==> src/rtl/tmr_pkg.sv <==
package tmr_pkg;
  localparam int unsigned COARSE_W = 3;
  localparam int unsigned FINE_W   = 5;
  localparam int unsigned CFG_W    = COARSE_W + FINE_W;
  localparam int unsigned LIM_W    = CFG_W + 1;

  typedef struct packed {
    logic [COARSE_W-1:0] coarse;
    logic [FINE_W-1:0]   fine;
  } tmr_cfg_t;
endpackage

==> src/rtl/tmr_cfg_reg.sv <==
module tmr_cfg_reg
  import tmr_pkg::*;
(
  input  logic             clk,
  input  logic             rst_n,
  input  logic             wr,
  input  logic [CFG_W-1:0] wdata,
  output tmr_cfg_t         cfg
);
  always_ff @(posedge clk) begin
    if (!rst_n)  cfg <= '0;
    else if (wr) cfg <= tmr_cfg_t'(wdata);
  end

  // the register comes out of reset cleared
  a_r1_cfg_reset: assert property (@(posedge clk) !rst_n |=> cfg == '0);
endmodule

==> src/rtl/tmr_limit.sv <==
module tmr_limit
  import tmr_pkg::*;
(
  input  tmr_cfg_t         cfg,
  output logic [LIM_W-1:0] limit,
  output logic             periodic
);
  localparam int unsigned COARSE_TICKS = 1 << FINE_W;

  logic [LIM_W-1:0] fine_ticks;
  logic [LIM_W-1:0] coarse_ticks;

  assign periodic     = &cfg.coarse;
  assign fine_ticks   = LIM_W'(cfg.fine) + LIM_W'(1);
  assign coarse_ticks = LIM_W'(cfg.coarse) * LIM_W'(COARSE_TICKS);
  assign limit        = periodic ? fine_ticks : coarse_ticks + fine_ticks;

  always_comb begin
    // the terminal count is never zero
    a_r2_limit_nonzero: assert (limit != '0);
  end
endmodule

==> src/rtl/tmr_counter.sv <==
module tmr_counter
  import tmr_pkg::*;
(
  input  logic             clk,
  input  logic             rst_n,
  input  logic             clr,
  input  logic             start,
  input  logic             tick,
  input  logic [LIM_W-1:0] limit,
  input  logic             periodic,
  output logic             running,
  output logic             irq
);
  logic [LIM_W-1:0] cnt;
  logic [LIM_W-1:0] cnt_nxt;

  assign cnt_nxt = cnt + LIM_W'(1);

  always_ff @(posedge clk) begin
    if (!rst_n) begin
      running <= 1'b0;
      cnt     <= '0;
      irq     <= 1'b0;
    end else begin
      irq <= 1'b0;
      if (clr) begin
        running <= 1'b0;
        cnt     <= '0;
      end else if (start) begin
        running <= 1'b1;
        cnt     <= '0;
      end else if (running && tick) begin
        if (cnt_nxt == limit) begin
          irq     <= 1'b1;
          cnt     <= '0;
          running <= periodic;
        end else begin
          cnt <= cnt_nxt;
        end
      end
    end
  end

  a_r2_count_in_range: assert property (@(posedge clk) disable iff (!rst_n)
    running |-> cnt < limit);
  a_r10_irq_needs_tick: assert property (@(posedge clk) disable iff (!rst_n)
    irq |-> $past(tick) && $past(running));
  a_r5_oneshot_halts: assert property (@(posedge clk) disable iff (!rst_n)
    irq && !periodic |-> !running);
  a_r3_periodic_continues: assert property (@(posedge clk) disable iff (!rst_n)
    irq && periodic |-> running);
  a_r6_clear_stops: assert property (@(posedge clk) disable iff (!rst_n)
    clr |=> !running && !irq);
  a_r4_start_runs: assert property (@(posedge clk) disable iff (!rst_n)
    start && !clr |=> running && !irq);
endmodule

==> src/rtl/tmr_interval.sv <==
module tmr_interval
  import tmr_pkg::*;
(
  input  logic             clk,
  input  logic             rst_n,
  input  logic             cfg_wr,
  input  logic [CFG_W-1:0] cfg_data,
  input  logic             start,
  input  logic             tick,
  output logic             busy,
  output logic             irq
);
  tmr_cfg_t         cfg;
  logic [LIM_W-1:0] limit;
  logic             periodic;

  tmr_cfg_reg u_cfg (
    .clk   (clk),
    .rst_n (rst_n),
    .wr    (cfg_wr),
    .wdata (cfg_data),
    .cfg   (cfg)
  );

  tmr_limit u_lim (
    .cfg      (cfg),
    .limit    (limit),
    .periodic (periodic)
  );

  tmr_counter u_cnt (
    .clk      (clk),
    .rst_n    (rst_n),
    .clr      (cfg_wr),
    .start    (start),
    .tick     (tick),
    .limit    (limit),
    .periodic (periodic),
    .running  (busy),
    .irq      (irq)
  );

  // a write beats a simultaneous start
  a_r8_write_wins: assert property (@(posedge clk) disable iff (!rst_n)
    cfg_wr && start |=> !busy);
  // an idle timer emits nothing
  a_r9_idle_quiet: assert property (@(posedge clk) disable iff (!rst_n)
    !busy && !$past(busy) |-> !irq);
endmodule

==> config.mk <==
export PLATFORM = sky130hd
export DESIGN_NAME = tmr_interval
export DESIGN_NICKNAME = d
export VERILOG_FILES = /design/src/rtl/tmr_pkg.sv /design/src/rtl/tmr_cfg_reg.sv /design/src/rtl/tmr_limit.sv /design/src/rtl/tmr_counter.sv /design/src/rtl/tmr_interval.sv
export SDC_FILE = /design/constraint.sdc
export NUM_CORES = 1
export LEC_CHECK = 0
export BUFFER_PORTS_ARGS = -buffer_cell sky130_fd_sc_hd__buf_2
export CORE_UTILIZATION = 30
export DETAILED_ROUTE_END_ITERATION = 10
export SYNTH_ARGS = -nofsm -noshare
export SYNTH_HDL_FRONTEND = slang
export SYNTH_SLANG_ARGS = --single-unit
==> constraint.sdc <==
create_clock -name clk -period 3 [get_ports clk]
set_input_delay 0.15 -clock clk [delete_from_list [all_inputs] [get_ports clk]]
set_output_delay 0.15 -clock clk [all_outputs]
set_load 0.01 [all_outputs]
# Word level (Yosys, flattened, before mapping)
# Index checks and enable logic that the tools add are counted.
[word_totals]
register_bits = 19
in_bits = 13
output_inout_bits = 2
wordCells = 25
[classes]
n_addsub = 3
n_eq_ne = 1
n_mux = 6
n_bitwise = 2
n_reduce_logical = 8
[op_table]
columns = ["cell", "count"]
rows = [
  ["9-bit two-way mux", 2],
  ["8-bit by 9-bit adder with 9-bit output", 1],
  ["9-bit by 1-bit adder with 9-bit output (second input constant)", 1],
  ["9-bit equality test", 1],
  ["5-bit by 1-bit adder with 6-bit output (second input constant)", 1],
  ["1-bit two-way mux", 4],
  ["2-bit nonzero test", 2],
  ["4-bit OR reduction", 1],
  ["3-bit AND reduction", 1],
  ["3-bit OR reduction", 1],
  ["1-bit NOT", 2],
  ["2-bit AND reduction", 1],
  ["2-bit OR reduction", 1],
  ["1-bit logical AND", 1],
]

# Longest topological paths before layout
# Gate-level depths: netlist of the first run.
[depth]
ltp_word = 7
mapped_depth = 11
mapped_depth_nobuf = 10

# Modules after synthesis
# A second synthesis of the first run with hierarchy kept.
[unflattened]
cells_unflattened = 157
hier_area_um2 = 1328.8
[modules_own_cells]
columns = ["module", "n_inst", "cells_per_inst", "area_per_inst_um2", "seq_area_each_um2"]
rows = [
  ["tmr_counter", 1, 111, 874.6, 220.2],
  ["tmr_cfg_reg", 1, 25, 301.5, 160.2],
  ["tmr_limit", 1, 21, 152.6, 0.0],
]

# Worst setup path before layout of the first run
# Ideal clock, no wire load.
[synth_path]
path_type = "reg-to-reg"
start = "register u_cfg.cfg[0] (netlist name)"
end = "register u_cnt.cnt[1]"
setup_time_ns = 0.117
arrival_ns = 2.427
required_time_ns = 2.883
slack_ns = 0.455
path_stages_with_launch = 11
n_path_buf = 1
synth_period_minus_slack_ns = 2.545
cell_sequence = "dfxtp_1 -> nand3_1 -> nor2_1 -> ha_1 -> ha_1 -> a211oi_1 -> or4_1 -> and3_4 -> or3_4 -> buf_6 -> a32o_1"
[synth_between]
elab_chain_cells = 5
[synth_lines]
columns = ["item", "line_no", "source"]
rows = [
  ["5-bit by 1-bit adder with 6-bit output (*)", "tmr_limit.sv:14", "assign fine_ticks = LIM_W'(cfg.fine) + LIM_W'(1);"],
  ["8-bit by 9-bit adder with 9-bit output", "tmr_limit.sv:16", "assign limit = periodic ? fine_ticks : coarse_ticks + fine_ticks;"],
  ["9-bit two-way mux (*)", "tmr_limit.sv:16", ""],
  ["9-bit equality test (*)", "tmr_counter.sv:33", "if (cnt_nxt == limit) begin"],
  ["9-bit two-way mux (*)", "tmr_counter.sv:33", ""],
  ["end signal, assigned", "tmr_counter.sv:38", "cnt <= cnt_nxt;"],
  ["end, declared", "tmr_counter.sv:14", "logic [LIM_W-1:0] cnt;"],
]
# Every way passes the cells marked *; elsewhere a longest branch is shown, timed or not.
# A chain may end at the register's enable or synchronous reset.

# Worst setup path in the final report of the first run
[layout_path]
start = "register u_cfg.cfg[0] (netlist name)"
end = "register u_cnt.cnt[1]"
[layout_between]
elab_chain_cells = 5
[layout_lines]
columns = ["item", "line_no"]
rows = [
  ["5-bit by 1-bit adder with 6-bit output (*)", "tmr_limit.sv:14"],
  ["8-bit by 9-bit adder with 9-bit output", "tmr_limit.sv:16"],
  ["9-bit two-way mux (*)", "tmr_limit.sv:16"],
  ["9-bit equality test (*)", "tmr_counter.sv:33"],
  ["9-bit two-way mux (*)", "tmr_counter.sv:33"],
]
# Marks and branches as above.

==> reports/metrics.yaml, run 1 <==
status: "finished clean"
crit_path_cell_trace: "nand3_1 -> nor2_1 -> ha_1 -> ha_1 -> o211a_1 -> or4_1 -> and3_4 -> or3_4 -> a32o_1"
clockBufferDepth: 2
cp_common_cell: "ha_1"
multi_input_area_um2: 779
ys_ff_latch: 19
ioPinCount: 15
worstSkewPairLatency_ps: 260
post_cts_resized: 0
synth_edf_count: 0
vias: 956
final.min_clock_period_ps: 2620
hold_viol: 0
wl_per_cell_um: 12.4
relSlewSlack: 0.747
worst_hold_path_type: "in -> reg"
drc: 0
syn-num-nets: 141
grt_max_degree: 11
grt_use_met2: 0.205
crit_family: "simple AND/OR/NAND/NOR gates"
core_mm2: 0.00372
post_dp_cell_area_mm2: 0.00129
p_per_area_mw_per_mm2: 380
antenna_found_initial: 0
ff_latch_area_um2: 380
first_global_vias: 882
synth_area_leader_cell: "dfxtp_1"
reg2reg_depth: 9
met1_usage: 0.129
drt_first_pass_iters: 3
die-height_um: 64.7
critPathMaxFanout: 10
maxCapViolCount: 0
final_area_mm2: 0.00134
synth_top_flop_cell: "dfxtp_1"
worstPathArrival_ps: 2780
synth.area.top_cells: "dfxtp_1 (32%), xnor2_1 (7.4%), mux2i_1 (6.8%), nor2b_1 (5.3%), xor2_1 (5.2%)"
rows: 22
synth_top_cell_area_share: 0.323
timing.critical_path.from_type: "flip-flop"
max_freq_mhz: 381
worstHoldPathCells: 3
p_leak_nw: 0.578
grt.met3_usage: 0.0106
path_class: "reg -> reg"
via_per_inst: 5.09
drt_iter0_markers: 12
busiest_layer: "met2"
ys_seq_area_frac: 0.323
rsz0062_at_grt: "false"
peakVddDrop_v: 0.000102
avgSynthCellArea_um2: 9.51
postCtsSetupBuffers: 0
wl_um: 2340
critPathLaunch: "u_cfg.cfg[0]$_SDFFE_PN0P_"
synth_most_common_cell: "dfxtp_1"
post-dp-hpwl_um: 1840
cp-end-kind: "flip-flop"
setup_viol: 0
synth_cell_type_count: 40
slowest_stage: "or3_4"
dieArea_mm2: 0.00418
cts_tree: "done"
drive_gt1_frac: 0.150
clock-skew-final_ps: 4.02
tns_ps: 0
grt_usage: 0.118
yosysWarnings: 0
path_clk_slew_ps: 70
holdCritStartpoint: "cfg_data[2]"
slowest_delay_ps: 440
synth_common_cells: "dfxtp_1 (19), nand3_1 (10), nor2b_1 (10), xnor2_1 (10)"
worstPathRequired_ps: 3160
initial_core_util: 0.317
nFillCells: 391
crit_cells: 9
globalplace.congestion: 0.786
synthesis.area_mm2: 0.00118
finalCritPeriodShare: 0.875
cts_hold_buffers: 0
cts-root-buf: "clkbuf_8"
finalMaxSlewViolations: 0
reg2reg_from: "u_cfg.cfg[0]$_SDFFE_PN0P_"
async_flop_share: 0
grt_pass1_wl_um: 3740
drtAntennaViolNets: 0
grt.overflow.total: 0
htreeDepth: 1
diodes: 0
synthToLayoutAreaGrowth_pct: 13.6
path_buf_inv: 0
worst_pin_slew_ps: 370
numCtsBuffers: 3
cts.sinks: 19
port_buffers: 14
fin_nets: 158
die_x_um: 64.7
synthCells: 124
per-layer routing:
layer  share of wire  wire length, um
met1            0.45             1050
met4           0.040               93
met2            0.50             1180
met5               0                0
met3          0.0068               16
power by group:
part,switching (mW),internal (mW),total (mW),leakage [nW]
Combinational,0.0299,0.0312,0.0610,0.400
Sequential,0.00922,0.259,0.269,0.155
Clock,0.0848,0.0945,0.179,0.0228
Total,0.124,0.385,0.509,0.578
worst register-to-register path, delay by kind of cell (launching register included):
family                     cells  cell delay [ps]
DFF                            1              410
AOI/OAI and AO/OA              2              410
and+or+nand+nor                5             1260
adders and majority gates      2              440
final timing paths:
path                               end  slack (ps)
min reg2reg  u_cnt.cnt[1]$_SDFFE_PP0P_         540
min          u_cfg.cfg[2]$_SDFFE_PN0P_         150
max          u_cnt.cnt[1]$_SDFFE_PP0P_         380
max reg2reg  u_cnt.cnt[1]$_SDFFE_PP0P_         380
state kept, by name (all words and copies together), names as in the netlist:
name / flops
u_cnt.running: 1
u_cnt.irq: 1
u_cfg.cfg: 8
u_cnt.cnt: 9
stage by stage:
step | power (mW) | hold WS, ps | cells | worst slack [ps] | util
floorplan | 0.320 | 278 | 124 | 455 | -
global placement | 0.334 | 408 | 184 | 425 | 0.348
detailed placement | 0.336 | 418 | 184 | 371 | 0.348
CTS | 0.516 | 153 | 188 | 363 | 0.360
global route | 0.534 | 158 | 188 | 138 | 0.360
finish | 0.509 | 153 | 188 | 376 | 0.360
placed cells by master (no fill, tap or decap), types with 4 or more instances in the layout:
master	n
xor2_1	7
nand3_1	10
buf_2	14
nor2b_1	10
o211a_1	5
nand2_1	5
xnor2_1	10
nor2_1	8
ha_1	4
mux2i_1	8
dfxtp_1	19
kinds of logic (layout without fill, tap and decap cells):
logic type | Yosys count | count (layout) | share of synthesized area
AND/OR/NAND/NOR | 52 | 52 | 0.256
adder cells (fa/ha/maj) | 4 | 4 | 0.0425
multiplexers | 9 | 9 | 0.0775
AO/OA/AOI/OAI | 19 | 19 | 0.140
flip-flops | 19 | 19 | 0.323
buffers and inverters | 3 | 19 | 0.0159
XOR/XNOR | 18 | 18 | 0.145
layout make-up:
type / instances / area share
Clock buffer: 4 / 0.0336
Inverter: 1 / 0.00280
Multi-Input combinational cell: 102 / 0.582
Sequential cell: 19 / 0.284
Tap cell: 48 / 0.0449
Timing Repair Buffer: 14 / 0.0523
No activity file was read; power rests on OpenSTA's default activity.
==> run 2: changes to the inputs <==
CTS_BUF_LIST = sky130_fd_sc_hd__clkbuf_4   (was not set)
==> run 2 against run 1 <==
Fmax is 0.41% lower. First-iteration DRC count stayed put. Critical path type unchanged. Sequential share of layout area is 0.32 points higher. Critical path depth unchanged. Worst setup slack worse by 11 ps.
==> reports/metrics.yaml, run 2 (synthesized netlist as in run 1, its figures left out) <==
status: "finished clean"
reg2reg_depth: 9
path_buf_inv: 0
p_seq_frac: 0.573
via_per_inst: 5.10
cp-end-kind: "flip-flop"
setup_viol: 0
worstHoldPathCells: 3
worstSkewPairLatency_ps: 300
die-height_um: 64.7
clockBufferDepth: 2
post-dp-hpwl_um: 1840
wl_per_cell_um: 12.4
slowest_stage: "or3_4"
mostFrequentLayoutCell: "dfxtp_1"
drt_first_pass_iters: 4
critPathMaxFanout: 10
tns_ps: 0
peakVddDrop_v: 0.0000991
path_class: "reg -> reg"
drc: 0
cts-root-buf: "clkbuf_4"
numCtsBuffers: 3
crit_family: "simple AND/OR/NAND/NOR gates"
synthToLayoutAreaGrowth_pct: 12.3
relSlewSlack: 0.747
p_int_uw: 351
p_per_area_mw_per_mm2: 354
cts_hold_buffers: 0
die_x_um: 64.7
timing.critical_path.from_type: "flip-flop"
nFillCells: 394
grt_usage: 0.115
pwr-share-clk: 0.297
post_dp_cell_area_mm2: 0.00129
switchingPower_uw: 117
postCtsSetupBuffers: 0
dieArea_mm2: 0.00418
final_area_mm2: 0.00132
post_cts_resized: 0
crit_path_cell_trace: "nand3_1 -> nor2_1 -> ha_1 -> ha_1 -> o211a_1 -> or4_1 -> and3_4 -> or3_4 -> a32o_1"
rows: 22
multi_input_area_um2: 779
rsz0062_at_grt: "false"
diodes: 0
finalCritPeriodShare: 0.878
first_global_vias: 866
port_buffers: 14
largest_reg_flops: 9
grt_pass1_wl_um: 3710
globalplace.congestion: 0.786
final.min_clock_period_ps: 2640
grt_max_degree: 11
p_leak_nw: 0.574
clock-skew-final_ps: 1.20
swShare: 0.250
maxCapViolCount: 0
combPwrFrac: 0.130
max_freq_mhz: 379
worst_pin_slew_ps: 370
finalMaxSlewViolations: 0
drtAntennaViolNets: 0
cts.sinks: 19
ff_latch_area_um2: 380
drive_gt1_frac: 0.157
htreeDepth: 1
path_clk_slew_ps: 100
worst_hold_path_type: "in -> reg"
cts_tree: "done"
worstPathArrival_ps: 2840
hold_ws_ps: 107
worstPathRequired_ps: 3200
cp_common_cell: "ha_1"
core_mm2: 0.00372
fin_nets: 158
slowest_delay_ps: 440
wl_um: 2320
antenna_found_initial: 0
hold_viol: 0
initial_core_util: 0.317
largestRegisters: "u_cnt.cnt x9, u_cfg.cfg x8"
drt_iter0_markers: 12
power.total_uw: 469
grt.overflow.total: 0
largest-register: "u_cnt.cnt"
vias: 958
layout_common_cells: "dfxtp_1 (19), buf_2 (14), nand3_1 (10), xnor2_1 (10), nor2b_1 (10)"
crit_cells: 9
ioPinCount: 15
-- run 2: layer usage --
layer | GRT usage | vias to the layer above | part of all wire
met2 | 0.213 | 5 | 0.53
met1 | 0.127 | 456 | 0.44
li1 | - | 490 | -
met3 | 0.0158 | 7 | 0.0099
met4 | 0.0583 | 0 | 0.021
met5 | 0 | - | 0
-- run 2: tightest hold or removal path, delay by kind of cell --
| kind | cells | cell delay [ps] |
|---|---|---|
| and+or+nand+nor | 1 | 90 |
| muxes | 1 | 50 |
| buffers and inverters | 1 | 80 |
-- run 2: worst paths after layout --
check | from | endpoint | slack, ps
worst max-delay path | u_cfg.cfg[0]$_SDFFE_PN0P_ | u_cnt.cnt[1]$_SDFFE_PP0P_ | 360
worst min-delay path | cfg_data[2] | u_cfg.cfg[2]$_SDFFE_PN0P_ | 110
worst max register to register | u_cfg.cfg[0]$_SDFFE_PN0P_ | u_cnt.cnt[1]$_SDFFE_PP0P_ | 360
worst min register to register | u_cnt.cnt[1]$_SDFFE_PP0P_ | u_cnt.cnt[1]$_SDFFE_PP0P_ | 550
-- run 2: layout make-up --
cell class / count / area share
flip-flops and latches: 19 / 0.287
inverters: 1 / 0.00284
clock buffers: 4 / 0.0227
multi-input cells: 102 / 0.589
well taps: 48 / 0.0454
repair buffers: 14 / 0.0529
-- run 2: metrics by stage --
step | worst slack, ps | utilization | std cells
3_5_place_dp | 371 | 0.348 | 184
4_1_cts | 356 | 0.356 | 188
2_1_floorplan | 455 | - | 124
3_3_place_gp | 425 | 0.348 | 184
5_1_grt | 131 | 0.356 | 188
6_report | 365 | 0.356 | 188
-- run 2: power groups by stage --
stage               registers [mW]  clock network [mW]  logic (mW)
finish                       0.269               0.139      0.0610
global route                 0.270               0.154      0.0680
CTS                          0.269               0.143      0.0620
detailed placement           0.275                   0      0.0615
global placement             0.274                   0      0.0603
floorplan                    0.272                   0      0.0473
